$ cat config.mk
export PLATFORM = sky130hd
export DESIGN_NAME = fpe_status_gen
export DESIGN_NICKNAME = d
export VERILOG_FILES = /design/src/rtl/fpe_stat_pkg.sv /design/src/rtl/fpe_rd_edge.sv /design/src/rtl/fpe_toggle.sv /design/src/rtl/fpe_win_timer.sv /design/src/rtl/fpe_status_gen.sv
export SDC_FILE = /design/constraint.sdc
export NUM_CORES = 1
export LEC_CHECK = 0
export BUFFER_PORTS_ARGS = -buffer_cell sky130_fd_sc_hd__buf_2
export CORE_UTILIZATION = 40
export DETAILED_ROUTE_END_ITERATION = 16
export SLEW_MARGIN = 30
export SYNTH_ARGS = -nofsm -noshare
export SYNTH_HDL_FRONTEND = slang
export SYNTH_SLANG_ARGS = --single-unit
$ cat constraint.sdc
create_clock -name clk -period 3.85 [get_ports clk]
set_input_delay 0.385 -clock clk [delete_from_list [all_inputs] [get_ports clk]]
set_output_delay 0.385 -clock clk [all_outputs]
set_load 0.05 [all_outputs]
$ cat src/rtl/fpe_stat_pkg.sv
package fpe_stat_pkg;
    typedef enum logic [2:0] {
        ST_READ  = 3'd0,
        ST_EWAIT = 3'd1,
        ST_BUSY  = 3'd2,
        ST_PWIN  = 3'd3,
        ST_FAIL  = 3'd4
    } fpe_state_e;

    localparam int TOG_POS = 6;
    localparam int ERR_POS = 5;
    localparam int TMR_POS = 3;
    localparam int DATA_W  = 8;
endpackage

$ cat src/rtl/fpe_rd_edge.sv
module fpe_rd_edge (
    input  logic clk,
    input  logic rst_n,
    input  logic ce_n,
    input  logic oe_n,
    output logic acc_start
);
    logic rd_now;
    logic rd_q;

    assign rd_now = ~ce_n & ~oe_n;

    always_ff @(posedge clk or negedge rst_n) begin
        if (!rst_n) rd_q <= 1'b0;
        else        rd_q <= rd_now;
    end

    assign acc_start = rd_now & ~rd_q;


    acc_pulse_chk: assert property (@(posedge clk) disable iff (!rst_n)
        acc_start |=> !acc_start);
endmodule

$ cat src/rtl/fpe_toggle.sv
module fpe_toggle (
    input  logic clk,
    input  logic rst_n,
    input  logic clr,
    input  logic step,
    output logic tog
);
    always_ff @(posedge clk or negedge rst_n) begin
        if (!rst_n)    tog <= 1'b0;
        else if (clr)  tog <= 1'b0;
        else if (step) tog <= ~tog;
    end


    tog_flip_chk: assert property (@(posedge clk) disable iff (!rst_n)
        (step && !clr) |=> tog != $past(tog));

    tog_hold_chk: assert property (@(posedge clk) disable iff (!rst_n)
        (!step && !clr) |=> $stable(tog));
endmodule

$ cat src/rtl/fpe_win_timer.sv
module fpe_win_timer #(
    parameter int CNT_W = 8
) (
    input  logic             clk,
    input  logic             rst_n,
    input  logic             load,
    input  logic [CNT_W-1:0] init,
    output logic             zero
);
    logic [CNT_W-1:0] cnt;

    always_ff @(posedge clk or negedge rst_n) begin
        if (!rst_n)          cnt <= '0;
        else if (load)       cnt <= init;
        else if (cnt != '0)  cnt <= cnt - 1'b1;
    end

    assign zero = (cnt == '0);


    tmr_dec_chk: assert property (@(posedge clk) disable iff (!rst_n)
        (!load && !zero) |=> cnt == $past(cnt) - 1'b1);
endmodule

$ cat src/rtl/fpe_status_gen.sv
module fpe_status_gen #(
    parameter int ERASE_TMO = 100,
    parameter int PROT_WIN  = 120
) (
    input  logic       clk,
    input  logic       rst_n,
    input  logic       ce_n,
    input  logic       oe_n,
    input  logic [7:0] arr_data,
    input  logic       prog_start,
    input  logic       erase_start,
    input  logic       prot_hit,
    input  logic       op_done,
    input  logic       op_fail,
    input  logic       reset_cmd,
    output logic [7:0] dout
);
    import fpe_stat_pkg::*;

    localparam int MAX_WIN = (ERASE_TMO > PROT_WIN) ? ERASE_TMO : PROT_WIN;
    localparam int CNT_W   = $clog2(MAX_WIN + 1);

    fpe_state_e state_q, state_d;
    logic acc_start, tog, tmr_zero;
    logic take_erase, take_prog, accepted;
    logic [CNT_W-1:0] tmr_init;

    assign take_erase = (state_q == ST_READ) && erase_start;
    assign take_prog  = (state_q == ST_READ) && prog_start && !erase_start && !prot_hit;
    assign accepted   = take_erase | take_prog;
    assign tmr_init   = prot_hit ? CNT_W'(PROT_WIN - 1) : CNT_W'(ERASE_TMO - 1);

    fpe_rd_edge u_edge (
        .clk      (clk),
        .rst_n    (rst_n),
        .ce_n     (ce_n),
        .oe_n     (oe_n),
        .acc_start(acc_start)
    );

    fpe_toggle u_tog (
        .clk  (clk),
        .rst_n(rst_n),
        .clr  (accepted),
        .step (acc_start && (state_q != ST_READ)),
        .tog  (tog)
    );

    fpe_win_timer #(.CNT_W(CNT_W)) u_tmr (
        .clk  (clk),
        .rst_n(rst_n),
        .load (take_erase),
        .init (tmr_init),
        .zero (tmr_zero)
    );

    always_comb begin
        state_d = state_q;
        unique case (state_q)
            ST_READ: begin
                if (erase_start)
                    state_d = prot_hit ? ST_PWIN : ST_EWAIT;
                else if (prog_start && !prot_hit)
                    state_d = ST_BUSY;
            end
            ST_EWAIT: if (tmr_zero) state_d = ST_BUSY;
            ST_BUSY:  if (op_done)  state_d = op_fail ? ST_FAIL : ST_READ;
            ST_PWIN:  if (tmr_zero) state_d = ST_READ;
            ST_FAIL:  if (reset_cmd) state_d = ST_READ;
            default:  state_d = ST_READ;
        endcase
    end

    always_ff @(posedge clk or negedge rst_n) begin
        if (!rst_n) state_q <= ST_READ;
        else        state_q <= state_d;
    end

    always_comb begin
        dout = '0;
        unique case (state_q)
            ST_READ: dout = arr_data;
            ST_EWAIT: begin
                dout[TOG_POS] = tog;
            end
            ST_BUSY, ST_PWIN: begin
                dout[TOG_POS] = tog;
                dout[TMR_POS] = 1'b1;
            end
            ST_FAIL: begin
                dout[TOG_POS] = tog;
                dout[ERR_POS] = 1'b1;
                dout[TMR_POS] = 1'b1;
            end
            default: dout = arr_data;
        endcase
    end


    fail_hold_chk: assert property (@(posedge clk) disable iff (!rst_n)
        (state_q == ST_FAIL && !reset_cmd) |=> state_q == ST_FAIL);

    prot_prog_chk: assert property (@(posedge clk) disable iff (!rst_n)
        (state_q == ST_READ && prog_start && prot_hit && !erase_start) |=> state_q == ST_READ);

    ewait_hold_chk: assert property (@(posedge clk) disable iff (!rst_n)
        (state_q == ST_EWAIT && !tmr_zero) |=> state_q == ST_EWAIT);

    done_ready_chk: assert property (@(posedge clk) disable iff (!rst_n)
        (state_q == ST_BUSY && op_done && !op_fail) |=> state_q == ST_READ);

    rst_cmd_chk: assert property (@(posedge clk) disable iff (!rst_n)
        (state_q == ST_BUSY && reset_cmd && !op_done) |=> state_q == ST_BUSY);
endmodule

==> out/qor.yml <==
r2r_end: "state_q[1]"
grt_pass1_vias: 497
reg2reg_slack_ns: 2.23
fin_nets: 134
antenna_found_initial: 0
crit_slowest_cell: "dfrtp_1"
antenna_cells: 0
area_growth_pct: 20.3
worst_hold_path.endpoint: "u_edge.rd_q"
max_stage_delay_ns: 0.59
finalCriticalPeriod_ns: 2.37
grt_usage_pct: 14.2
crit_path_end_kind: "primary output"
first_iter_violations: 9
synthesis.area_sq_um: 833
final_common_cell: "buf_2"
htreeDepth: 1
syn_area_per_cell_sq_um: 9.69
syn_nets: 106
crit_type: "flop to primary output"
power.density_nw_per_um2: 242
max_cap_violations: 0
rr_startpoint: "u_tmr.cnt[0]"
die_w_um: 47.6
worstMarginPinSlew_ns: 0.431
ir_worst_vdd_mv: 0.166
firstDrtPassIters: 3
cts_tree: "yes"
route.detailed.drc: 0
routedWlPerCell_um: 10.8
io_pins: 26
via_count: 671
reg2regPathDepth: 6
initial_core_util_pct: 42.5
max-slew-margin-rel_pct: 71.1
finalWeightedCongestion: 0.754
clockBufferDepth: 2
rsz0062_at_grt: "no"
fin_worst_skew_ns: 0.00140
ys_ff_latch: 12
clock_latency_ns: 0.26
root_buffer: "clkbuf_4"
post_cts_resized: 0
core_area_sq_um: 1960
path_max_fanout: 9
clk_pin_slew_worst_paths_ns: 0.07
numCtsBuffers: 3
syn_inst: 86
setup_viol: 0
status: "finished, final reports clean"
path_cells: "nor2_1 > xnor2_1 > mux2_2 > buf_2"
cp-start-kind: "flop"
path_buf_inv: 1
hold_depth: 2
drive_gt1_share_pct: 33.9
fin_area_sq_um: 1000
finalCritPeriodShare_pct: 61.4
worst_ep_arrival_time_ns: 1.98
mostFrequentLayoutCells: "buf_2, dfrtp_1, a21oi_1"
grt_max_degree: 13
power_leakage_nw: 0.420
dieArea_sq_um: 2270
yosys_warnings: 0
numPortBuffers: 25
dieHeight_um: 47.6
ys_types: 32
hp-start: "oe_n"
gr-total-overflow: 0
placed_area_sq_um: 970
post_drt_via_cell_ratio: 4.83
fp-row-count: 16
totalWireLength_mm: 1.50
tns_ns: 0
grt_pass1_wl_mm: 2.15
timing.final.hold_violations: 0
slew_violations: 0
hold_path.class: "input port to flop"
cts.sinks: 12
antenna_left: 0
ys_seq_area_share_pct: 36.0
crit_required_ns: 3.46
critPathTopFamily: "flip-flops"
hpwlAfterDp_mm: 1.18
fmax_mhz: 423
==> how the worst max path moves through the flow <==
stage / from / endpoint / slack [ns] / depth (start not counted)
after floorplan: state_q[1] / dout[0] / 1.88 / 4
after global placement: state_q[0] / dout[6] / 1.81 / 4
after detailed placement: state_q[0] / dout[6] / 1.74 / 4
after CTS: state_q[0] / dout[6] / 1.45 / 4
after global routing: state_q[0] / dout[6] / 1.34 / 4
final: state_q[0] / dout[6] / 1.48 / 4
==> flip-flops by register name, summed over array words and instances, names as in the netlist <==
signal and flops:
state_q 3, u_edge.rd_q 1, u_tmr.cnt 7, u_tog.tog 1
==> metrics by stage <==
step	power, mW	util (%)	worst slack (ns)	hold slack [ns]	cells
final	0.242	51.1	1.48	0.275	139
after detailed placement	0.171	49.4	1.74	0.277	135
after global routing	0.256	51.1	1.34	0.259	139
after CTS	0.248	51.1	1.45	0.265	139
after global placement	0.171	49.4	1.81	0.280	135
after floorplan	0.156	-	1.88	0.0894	86
==> final cells by class <==
cell class | instances | area (sq um)
Fill cell | 199 | 960
Clock buffer | 3 | 22.5
Timing Repair Buffer | 26 | 135
Tap cell | 27 | 33.8
Sequential cell | 12 | 300
Inverter | 4 | 15.0
Multi-Input combinational cell | 67 | 495
==> per-layer routing <==
metal / vias up / wire, um / GRT usage, %
li1: 357 / - / -
met1: 301 / 764 / 20.0
met2: 11 / 654 / 19.7
met3: 2 / 70 / 5.66
met4: 0 / 14 / 5.00
met5: - / 0 / 0
==> kinds of logic after synthesis <==
family | count (synthesis) | synth area share (%)
muxes | 1 | 1.35
AOI/OAI and AO/OA | 20 | 17.0
and+or+nand+nor | 38 | 31.7
buffers and inverters | 7 | 4.50
DFF | 12 | 36.0
xor gates and xnor gates | 5 | 5.26
adders and majority gates | 3 | 4.20
==> power by group <==
part | total, mW | internal, mW | switching [mW]
Clock | 0.0730 | 0.0361 | 0.0369
Combinational | 0.0361 | 0.0146 | 0.0215
Sequential | 0.133 | 0.130 | 0.00363
Total | 0.242 | 0.180 | 0.0619
==> cells in the mapped netlist <==
cell type | n | area [sq um]
maj3_1 | 1 | 10.0
nand4b_1 | 1 | 8.76
nor3_4 | 2 | 32.5
and2_2 | 2 | 15.0
dfrtp_1 | 12 | 300
a2111o_1 | 1 | 11.3
nor4b_2 | 2 | 30.0
nand2_2 | 1 | 6.26
a21boi_0 | 2 | 15.0
or3b_1 | 1 | 8.76
a2111oi_4 | 1 | 27.5
nor3b_4 | 1 | 18.8
nand3_1 | 1 | 5.00
xnor2_1 | 4 | 35.0
nor2_1 | 7 | 26.3
inv_1 | 4 | 15.0
or4_1 | 1 | 7.51
nand4_1 | 1 | 6.26
a21oi_1 | 8 | 40.0
nand2_1 | 6 | 22.5
buf_4 | 3 | 22.5
o211ai_1 | 1 | 7.51
a31oi_1 | 1 | 6.26
xor2_1 | 1 | 8.76
nor3b_1 | 1 | 7.51
o21ai_0 | 5 | 25.0
mux2_2 | 1 | 11.3
a22o_1 | 1 | 8.76
ha_1 | 2 | 25.0
or3_1 | 1 | 6.26
nand2b_1 | 4 | 25.0
nor2b_1 | 6 | 37.5
==> what timing repair did <==
| action | in CTS | in global routing |
|---|---|---|
| hold endpoints to repair | 12 | 0 |
| buffers inserted | 0 | 0 |
| hold buffers | 1 | 0 |
Note: power is estimated with default switching activity, not from simulation.
